<file path="config.mk">
export PLATFORM = sky130hd
export DESIGN_NAME = dac_serial_loader
export DESIGN_NICKNAME = d
export VERILOG_FILES = /design/src/rtl/dsl_pkg.sv /design/src/rtl/pin_sync.sv /design/src/rtl/frame_shifter.sv /design/src/rtl/dac_latch.sv /design/src/rtl/dac_serial_loader.sv
export SDC_FILE = /design/constraint.sdc
export NUM_CORES = 1
export LEC_CHECK = 0
export BUFFER_PORTS_ARGS = -buffer_cell sky130_fd_sc_hd__buf_2
export CAP_MARGIN = 20
export CORE_MARGIN = 2
export CORE_UTILIZATION = 60
export CTS_CLUSTER_SIZE = 8
export DETAILED_ROUTE_END_ITERATION = 10
export PLACE_DENSITY_LB_ADDON = 0.3
export SKIP_CTS_REPAIR_TIMING = 1
export SLEW_MARGIN = 20
export SYNTH_ARGS = -nofsm -noshare
export SYNTH_HDL_FRONTEND = slang
export SYNTH_SLANG_ARGS = --single-unit
</file>
<file path="constraint.sdc">
create_clock -name clk -period 5.63 [get_ports clk]
set_clock_uncertainty 0.1 [all_clocks]
set_input_delay 0 -clock clk [delete_from_list [all_inputs] [get_ports clk]]
set_output_delay 0 -clock clk [all_outputs]
set_load 0.1 [all_outputs]
</file>
<file path="src/rtl/dsl_pkg.sv">
package dsl_pkg;
  localparam int FRAME_W_DEF = 16;
  localparam int DAC_W_DEF   = 12;

  typedef enum logic {
    MODE_COUNTED = 1'b0,
    MODE_CHAIN   = 1'b1
  } frame_mode_e;
endpackage

</file>
<file path="src/rtl/pin_sync.sv">
module pin_sync #(
  parameter int              W       = 4,
  parameter int              STAGES  = 2,
  parameter logic [W-1:0]    RST_VAL = '0
) (
  input  logic         clk,
  input  logic         rst_n,
  input  logic [W-1:0] din,
  output logic [W-1:0] dout
);
  logic [W-1:0] stg [STAGES];

  always_ff @(posedge clk or negedge rst_n) begin
    if (!rst_n) stg[0] <= RST_VAL;
    else        stg[0] <= din;
  end

  for (genvar k = 1; k < STAGES; k++) begin : g_stage
    always_ff @(posedge clk or negedge rst_n) begin
      if (!rst_n) stg[k] <= RST_VAL;
      else        stg[k] <= stg[k-1];
    end
  end

  assign dout = stg[STAGES-1];
endmodule

</file>
<file path="src/rtl/frame_shifter.sv">
module frame_shifter
  import dsl_pkg::*;
#(
  parameter int FRAME_W = FRAME_W_DEF,
  parameter int DAC_W   = DAC_W_DEF
) (
  input  logic             clk,
  input  logic             rst_n,
  input  frame_mode_e      mode,
  input  logic             sync_lo,
  input  logic             sync_fall,
  input  logic             sclk_fall,
  input  logic             sclk_rise,
  input  logic             sdata,
  output logic [DAC_W-1:0] dac_bits,
  output logic             word_ok,
  output logic             sdo
);
  localparam int              CNT_W = $clog2(FRAME_W + 1);
  localparam logic [CNT_W-1:0] FULL = CNT_W'(FRAME_W);

  logic [CNT_W-1:0]   cnt, cnt_base;
  logic [FRAME_W-1:0] sreg;
  logic               pend;
  logic               gate_open;
  logic               shift_evt;

  function automatic logic gate_allows(input frame_mode_e m,
                                       input logic [CNT_W-1:0] c);
    return (m == MODE_CHAIN) || (c < FULL);
  endfunction

  function automatic logic [CNT_W-1:0] count_step(input logic [CNT_W-1:0] c);
    return (c == FULL) ? FULL : c + 1'b1;
  endfunction

  assign cnt_base  = sync_fall ? '0 : cnt;
  assign gate_open = gate_allows(mode, cnt_base);
  assign shift_evt = sclk_fall && sync_lo && gate_open;

  always_ff @(posedge clk or negedge rst_n) begin
    if (!rst_n) begin
      cnt  <= '0;
      sreg <= '0;
      pend <= 1'b0;
    end else begin
      cnt <= shift_evt ? count_step(cnt_base) : cnt_base;
      if (shift_evt) begin
        pend <= sreg[FRAME_W-1];
        sreg <= {sreg[FRAME_W-2:0], sdata};
      end
    end
  end

  always_ff @(posedge clk or negedge rst_n) begin
    if (!rst_n)                  sdo <= 1'b0;
    else if (mode != MODE_CHAIN) sdo <= 1'b0;
    else if (sclk_rise)          sdo <= pend;
  end

  assign word_ok  = (cnt == FULL);
  assign dac_bits = sreg[DAC_W-1:0];

  a_r3_count_range: assert property (@(posedge clk) disable iff (!rst_n)
    cnt <= FULL);
  a_r3_gated_hold: assert property (@(posedge clk) disable iff (!rst_n)
    (mode == MODE_COUNTED && cnt == FULL && !sync_fall) |=> $stable(sreg));
  a_r4_idle_hold: assert property (@(posedge clk) disable iff (!rst_n)
    !sync_lo |=> $stable(sreg));
  a_r5_rearm: assert property (@(posedge clk) disable iff (!rst_n)
    sync_fall |=> (cnt <= CNT_W'(1)));
  a_r9_counted_sdo: assert property (@(posedge clk) disable iff (!rst_n)
    (mode == MODE_COUNTED) |=> !sdo);
endmodule

</file>
<file path="src/rtl/dac_latch.sv">
module dac_latch #(
  parameter int DAC_W = 12
) (
  input  logic             clk,
  input  logic             rst_n,
  input  logic             clr_n,
  input  logic             load_evt,
  input  logic             word_ok,
  input  logic [DAC_W-1:0] din,
  output logic [DAC_W-1:0] word
);
  logic arst_n;
  logic take;

  assign arst_n = rst_n & clr_n;
  assign take   = load_evt && word_ok;

  always_ff @(posedge clk or negedge arst_n) begin
    if (!arst_n)   word <= '0;
    else if (take) word <= din;
  end

  a_r7_clear_zero: assert property (@(posedge clk) disable iff (!rst_n)
    !clr_n |-> (word == '0));
  a_r6_hold: assert property (@(posedge clk) disable iff (!rst_n)
    (!load_evt && clr_n) |=> ($stable(word) || !clr_n));
  a_r5_reject_short: assert property (@(posedge clk) disable iff (!rst_n)
    (load_evt && !word_ok && clr_n) |=> ($stable(word) || !clr_n));
endmodule

</file>
<file path="src/rtl/dac_serial_loader.sv">
module dac_serial_loader
  import dsl_pkg::*;
#(
  parameter int FRAME_W     = FRAME_W_DEF,
  parameter int DAC_W       = DAC_W_DEF,
  parameter int SYNC_STAGES = 2
) (
  input  logic             clk,
  input  logic             rst_n,
  input  logic             sclk,
  input  logic             sync_n,
  input  logic             sdata,
  input  logic             chain_en,
  input  logic             load_n,
  input  logic             clr_n,
  output logic             sdo,
  output logic [DAC_W-1:0] dac_word
);
  // synchronized vector: {chain, data, load, sync, sclk}
  localparam int         NPIN    = 5;
  localparam int         NEDGE   = 3;
  localparam logic [4:0] PIN_IDLE = 5'b00111;

  logic [NPIN-1:0]  pins_s;
  logic [NEDGE-1:0] prev_q, fall;
  logic             sclk_rise;
  frame_mode_e      mode;
  logic [DAC_W-1:0] dac_bits;
  logic             word_ok;

  pin_sync #(.W(NPIN), .STAGES(SYNC_STAGES), .RST_VAL(PIN_IDLE)) u_sync (
    .clk  (clk),
    .rst_n(rst_n),
    .din  ({chain_en, sdata, load_n, sync_n, sclk}),
    .dout (pins_s)
  );

  always_ff @(posedge clk or negedge rst_n) begin
    if (!rst_n) prev_q <= PIN_IDLE[NEDGE-1:0];
    else        prev_q <= pins_s[NEDGE-1:0];
  end

  assign fall      = prev_q & ~pins_s[NEDGE-1:0];
  assign sclk_rise = ~prev_q[0] & pins_s[0];
  assign mode      = frame_mode_e'(pins_s[4]);

  frame_shifter #(.FRAME_W(FRAME_W), .DAC_W(DAC_W)) u_shift (
    .clk      (clk),
    .rst_n    (rst_n),
    .mode     (mode),
    .sync_lo  (~pins_s[1]),
    .sync_fall(fall[1]),
    .sclk_fall(fall[0]),
    .sclk_rise(sclk_rise),
    .sdata    (pins_s[3]),
    .dac_bits (dac_bits),
    .word_ok  (word_ok),
    .sdo      (sdo)
  );

  dac_latch #(.DAC_W(DAC_W)) u_latch (
    .clk     (clk),
    .rst_n   (rst_n),
    .clr_n   (clr_n),
    .load_evt(fall[2]),
    .word_ok (word_ok),
    .din     (dac_bits),
    .word    (dac_word)
  );

  a_r1_reset_out: assert property (@(posedge clk)
    !rst_n |=> (dac_word == '0 && sdo == 1'b0));
endmodule

</file>
Word-level counts from Yosys, hierarchy flattened
Cells that the tools add are included.
{"block": "word_totals", "reg_bits": 48, "elab_cells": 28, "in_bits": 8, "out_inout_bits": 13}
{"block": "op_classes", "addsub": 1, "n_bitwise": 6, "magnitude_cmp": 1, "reduce_logical": 4, "muxes": 5, "eq_ne": 3}
{"op": "2-to-1 mux 5 bit", "count": 3}
{"op": "equality test 5 bit, second input constant", "count": 2}
{"op": "adder 5 x 1 -> 5 bit, second input constant", "count": 1}
{"op": "less-than comparator 5 bit, second input constant", "count": 1}
{"op": "bitwise AND 3 bit", "count": 1}
{"op": "logical AND 1 bit", "count": 3}
{"op": "inverter 3 bit", "count": 1}
{"op": "bitwise AND 1 bit", "count": 2}
{"op": "2-to-1 mux 1 bit", "count": 2}
{"op": "inequality test 2 bit, second input constant", "count": 1}
{"op": "inverter 1 bit", "count": 2}
{"op": "logical OR 1 bit", "count": 1}

Depth between registers and ports, before layout
{"block": "depth", "depth_word": 7, "ltp_mapped": 7, "depth_no_buf": 7}

Cells and area by module
A second synthesis with hierarchy kept.
{"block": "unflattened", "cells_unflattened": 133, "area_unflattened_um2": 2033.2}
{"mod": "frame_shifter", "seq_area_each_um2": 575.6, "instances": 1, "cells_each": 83, "area_each_um2": 1131.1}
{"mod": "dac_latch", "seq_area_each_um2": 300.3, "instances": 1, "cells_each": 27, "area_each_um2": 496.7}
{"mod": "pin_sync", "seq_area_each_um2": 257.7, "instances": 1, "cells_each": 15, "area_each_um2": 295.3}
{"mod": "dac_serial_loader", "seq_area_each_um2": 78.8, "instances": 1, "cells_each": 8, "area_each_um2": 110.1}

Worst setup path before layout
OpenSTA, ideal clock, no wires.
{"block": "synth_timing", "path_type": "flip-flop to flip-flop", "start": "register prev_q[0]", "end": "register u_shift.pend", "setup_ns": 0.125, "n_path_buf": 1, "synth_period_minus_slack_ns": 2.012, "path_slack_ns": 3.618, "arrival_ns": 1.787, "path_stages_with_launch": 5, "required_time_ns": 5.405, "cell_sequence": "dfstp_2 > or3b_1 > nor2_2 > buf_4 > mux2_2"}
{"block": "synth_between", "elab_chain_cells": 3}
{"item": "start: declaration", "line_no": "dac_serial_loader.sv:25", "rtl": "logic [NEDGE-1:0] prev_q, fall;"}
{"item": "start signal: assignment", "line_no": "dac_serial_loader.sv:39", "rtl": "if (!rst_n) prev_q <= PIN_IDLE[NEDGE-1:0];"}
{"item": "start signal: assignment", "line_no": "dac_serial_loader.sv:40", "rtl": "else prev_q <= pins_s[NEDGE-1:0];"}
{"item": "bitwise AND 3 bit", "line_no": "dac_serial_loader.sv:43", "rtl": "assign fall = prev_q & ~pins_s[NEDGE-1:0];"}
{"item": "logical AND 1 bit (2 in series)", "line_no": "frame_shifter.sv:39", "rtl": "assign shift_evt = sclk_fall && sync_lo && gate_open;"}
{"item": "end signal: assignment", "line_no": "frame_shifter.sv:49", "rtl": "pend <= sreg[FRAME_W-1];"}
{"item": "end: declaration", "line_no": "frame_shifter.sv:24", "rtl": "logic pend;"}
Every way passes these cells.
A chain may end at the register's enable or synchronous reset.

Final worst setup path
{"block": "layout_timing", "start": "register u_shift.cnt[0]", "end": "register u_latch.word[11]"}
{"block": "layout_between", "elab_chain_cells": 2}
{"item": "start: declaration", "line_no": "frame_shifter.sv:22", "rtl": "logic [CNT_W-1:0] cnt, cnt_base;"}
{"item": "start signal: assignment", "line_no": "frame_shifter.sv:47", "rtl": "cnt <= shift_evt ? count_step(cnt_base) : cnt_base;"}
{"item": "equality test 5 bit", "line_no": "frame_shifter.sv:61", "rtl": "assign word_ok = (cnt == FULL);"}
{"item": "logical AND 1 bit", "line_no": "dac_latch.sv:16", "rtl": "assign take = load_evt && word_ok;"}
{"item": "end signal: assignment", "line_no": "dac_latch.sv:20", "rtl": "else if (take) word <= din;"}
{"item": "end: declaration", "line_no": "dac_latch.sv:10", "rtl": "output logic [DAC_W-1:0] word"}
Every way passes these cells.

==> key figures <==
Run status
  • Status: finished, final reports clean

Finish
  • Share of layout cells above drive strength 1: 47.97%
  • Fin nets: 156
  • Area Growth Syn to Fin: 14.05%
  • N_diodes: 0

Placement
  • I/O Buffers: 20
  • DP Worst Slack: 3.243 ns
  • RD Place Congestion: 0.7672
  • Hpwl dp: 1.877 mm

Logic synthesis
  • Xor/xnor share of the synthesized area: 0%
  • Most numerous cell in the Yosys netlist: dfrtp_1
  • Synth unique cells: 29
  • Post-synth EDFFs: 0
  • Cells after synthesis: 115
  • Synth area leader: dfrtp_1
  • Mapped Area: 1817 µm²
  • Compound-Gate Fraction of Synth Area: 3.168%
  • Top cells by area, synth: dfrtp_1 54%, mux2_2 18%, dfstp_2 13%, nor4b_4 1.3%, mux2i_1 1.1%
  • Mux share of post-synthesis cell area: 19.08%
  • Synth async-reset ratio: 100.0%
  • Post-synth top area share: 53.72%
  • Post-synthesis sequential area ratio: 66.74%
  • Synth Flop Type: dfrtp_1
  • FF+latch count, synth: 48
  • Synth warn: 0
  • Synthesized area per cell: 15.80 µm²
  • Largest family of logic cells by synthesized area: multiplexers
  • Total nets after synthesis: 124
  • Post-Synth Simple-Gate Area: 8.884%
  • Post-synthesis adder-cell area fraction: 0.6887%
  • Commonest cells in the netlist: 39 x dfrtp_1, 29 x mux2_2, 9 x dfstp_2

Global routing
  • Initial antenna violation count: 0
  • Number of global-route vias before repair: 982
  • Tot GR Track Use: 18.43%
  • First-pass GRT wire length: 4.588 mm
  • Largest net degree at the start of global routing: 38
  • Total grt overflow: 0

CTS
  • Clk sinks: 48
  • CTS tree: done
  • Clk buf depth: 2
  • Reg clk slew, reported paths: 0.15 ns
  • CTS Root Cell: clkbuf_4
  • TritonCTS buffer count: 5
  • Skew-Pair Late Insertion Delay: 0.36 ns
  • H-tree levels: 2

Timing
  • Setup TNS: 0 ns
  • Final period util: 42.65%
  • Worst slew pin tran: 0.9076 ns
  • Slew margin rel.: 39.43%
  • Endpoints failing setup: 0
  • RSZ-0062 raised after global routing: no
  • Count of final hold-check violations: 0
  • Pins Over Slew Limit: 0
  • Crit path setup slack, layout: 3.229 ns
  • Max Clock Freq: 416.4 MHz
  • Min Tclk post-route: 2.401 ns
  • Min Hold Slack: 0.1353 ns

Worst setup path
  • CP endpoint kind: flip-flop
  • CP required: 5.78 ns
  • Critical path arrival: 2.55 ns
  • WS Path Type: reg2reg
  • Worst Path Max Fanout: 12
  • Crit start category: flip-flop

Drt
  • Iteration-0 DRC Markers: 29
  • Final WL: 2.808 mm
  • Initial DRT Pass Iterations: 4
  • Routed via count: 1,015
  • Via density per instance: 5.670
  • Post-route antenna net violation count: 0
  • DR DRC count: 0
  • Routed len/inst: 15.69 µm

Die
  • Initial Util: 64.76%
  • Die Width: 59.03 µm
  • IO Pins: 21
  • Die footprint: 3484 µm²
  • Core area: 2805 µm²
  • Row count: 19
  • Die span in y: 59.03 µm

Job
  • Max-cap violations: 0

Power and ir drop
  • P_leak: 1.020 nW
  • Peak supply drop: 0.2589 mV
  • Pwr dens: 302.1 nW/µm²

Worst hold path
  • Hold Crit Class: in2async
## kinds of logic after synthesis
| family | Yosys count |
|---|---|
| AND/OR/NAND/NOR | 22 |
| flip-flops | 48 |
| AO/OA/AOI/OAI | 9 |
| adder cells (fa/ha/maj) | 1 |
| buffers and inverters | 4 |
| multiplexers | 31 |
## per-stage QoR
step	util [%]	power [W]	instance area [µm²]	std cells
5_1_grt	73.86	0.0006512	2072	179
4_1_cts	71.36	0.0006259	2002	172
3_5_place_dp	69.05	0.0004573	1937	164
2_1_floorplan	-	0.0004366	1817	115
6_report	73.86	0.0006259	2072	179
3_3_place_gp	69.05	0.0004517	1937	164
## cell type report
cell class                 instances  area [µm²]
inverter                           2       7.507
clock inverter                     2       13.76
sequential                        48        1212
fill                             190       733.2
timing repair buffer              27       170.2
tap                               31       38.79
clock buffer                       6       51.30
multi-input combinational         63       578.1
## per-layer routing
metal / routed length [µm] / track usage, % / up-vias
li1: - / - / 477
met1: 1373 / 25.88 / 504
met2: 1294 / 26.98 / 29
met3: 105 / 6.114 / 5
met4: 34 / 7.143 / 0
met5: 0 / 0 / -
## critical path: stages, from the launching register on
cell and delay [ns]:
dfrtp_1 0.45, or4b_4 0.60, nor4b_4 0.73, mux2_2 0.41
## flip-flops by register name (all words and copies together), names as in the netlist
| signal | flops |
|---|---|
| u_latch.word | 12 |
| u_shift.pend | 1 |
| u_shift.cnt | 5 |
| u_sync.stg | 5 |
| u_shift.sdo | 1 |
| u_shift.sreg | 16 |
| u_sync.dout | 5 |
| prev_q | 3 |
## layout by cell type (no fill, tap or decap), drive strengths merged
cell type     n
nor3b         2
nor2          1
nand2         2
clkinv        1
o22ai         1
mux2         29
nand3         4
dfrtp        39
a31oi         1
mux2i         2
buf          20
and2          2
or4b          1
inv           3
a22oi         1
dfstp         9
nand2b        2
or3b          2
or4           1
or3           1
nor4b         1
ha            1
dlygate4sd3   7
a21oi         3
nor2b         2
clkbuf        6
o31ai         2
nor3          1
o21bai        1
## report_power, final
group          leakage [nW]  internal [W]  switching [W]
combinational         0.366     0.0000306      0.0000202
clock                0.0386     0.0000620       0.000109
sequential            0.615      0.000380      0.0000239
## final timing paths
check	startpoint	end	slack (ns)	cells after the start
worst max-delay path	u_shift.cnt[0]$_DFF_PN0_	u_latch.word[11]$_DFFE_PN0P_	3.23	3
worst min-delay path	clr_n	u_latch.word[10]$_DFFE_PN0P_	0.14	3
min in group clk	chain_en	u_sync.stg[9]$_DFF_PN0_	0.18	2
max in group asynchronous	rst_n	u_latch.word[11]$_DFFE_PN0P_	4.25	3
worst min register to register	u_sync.stg[8]$_DFF_PN0_	u_sync.dout[3]$_DFF_PN0_	0.26	0
worst max register to register	u_shift.cnt[0]$_DFF_PN0_	u_latch.word[11]$_DFFE_PN0P_	3.23	3
Power figures use the tool's default switching activity.
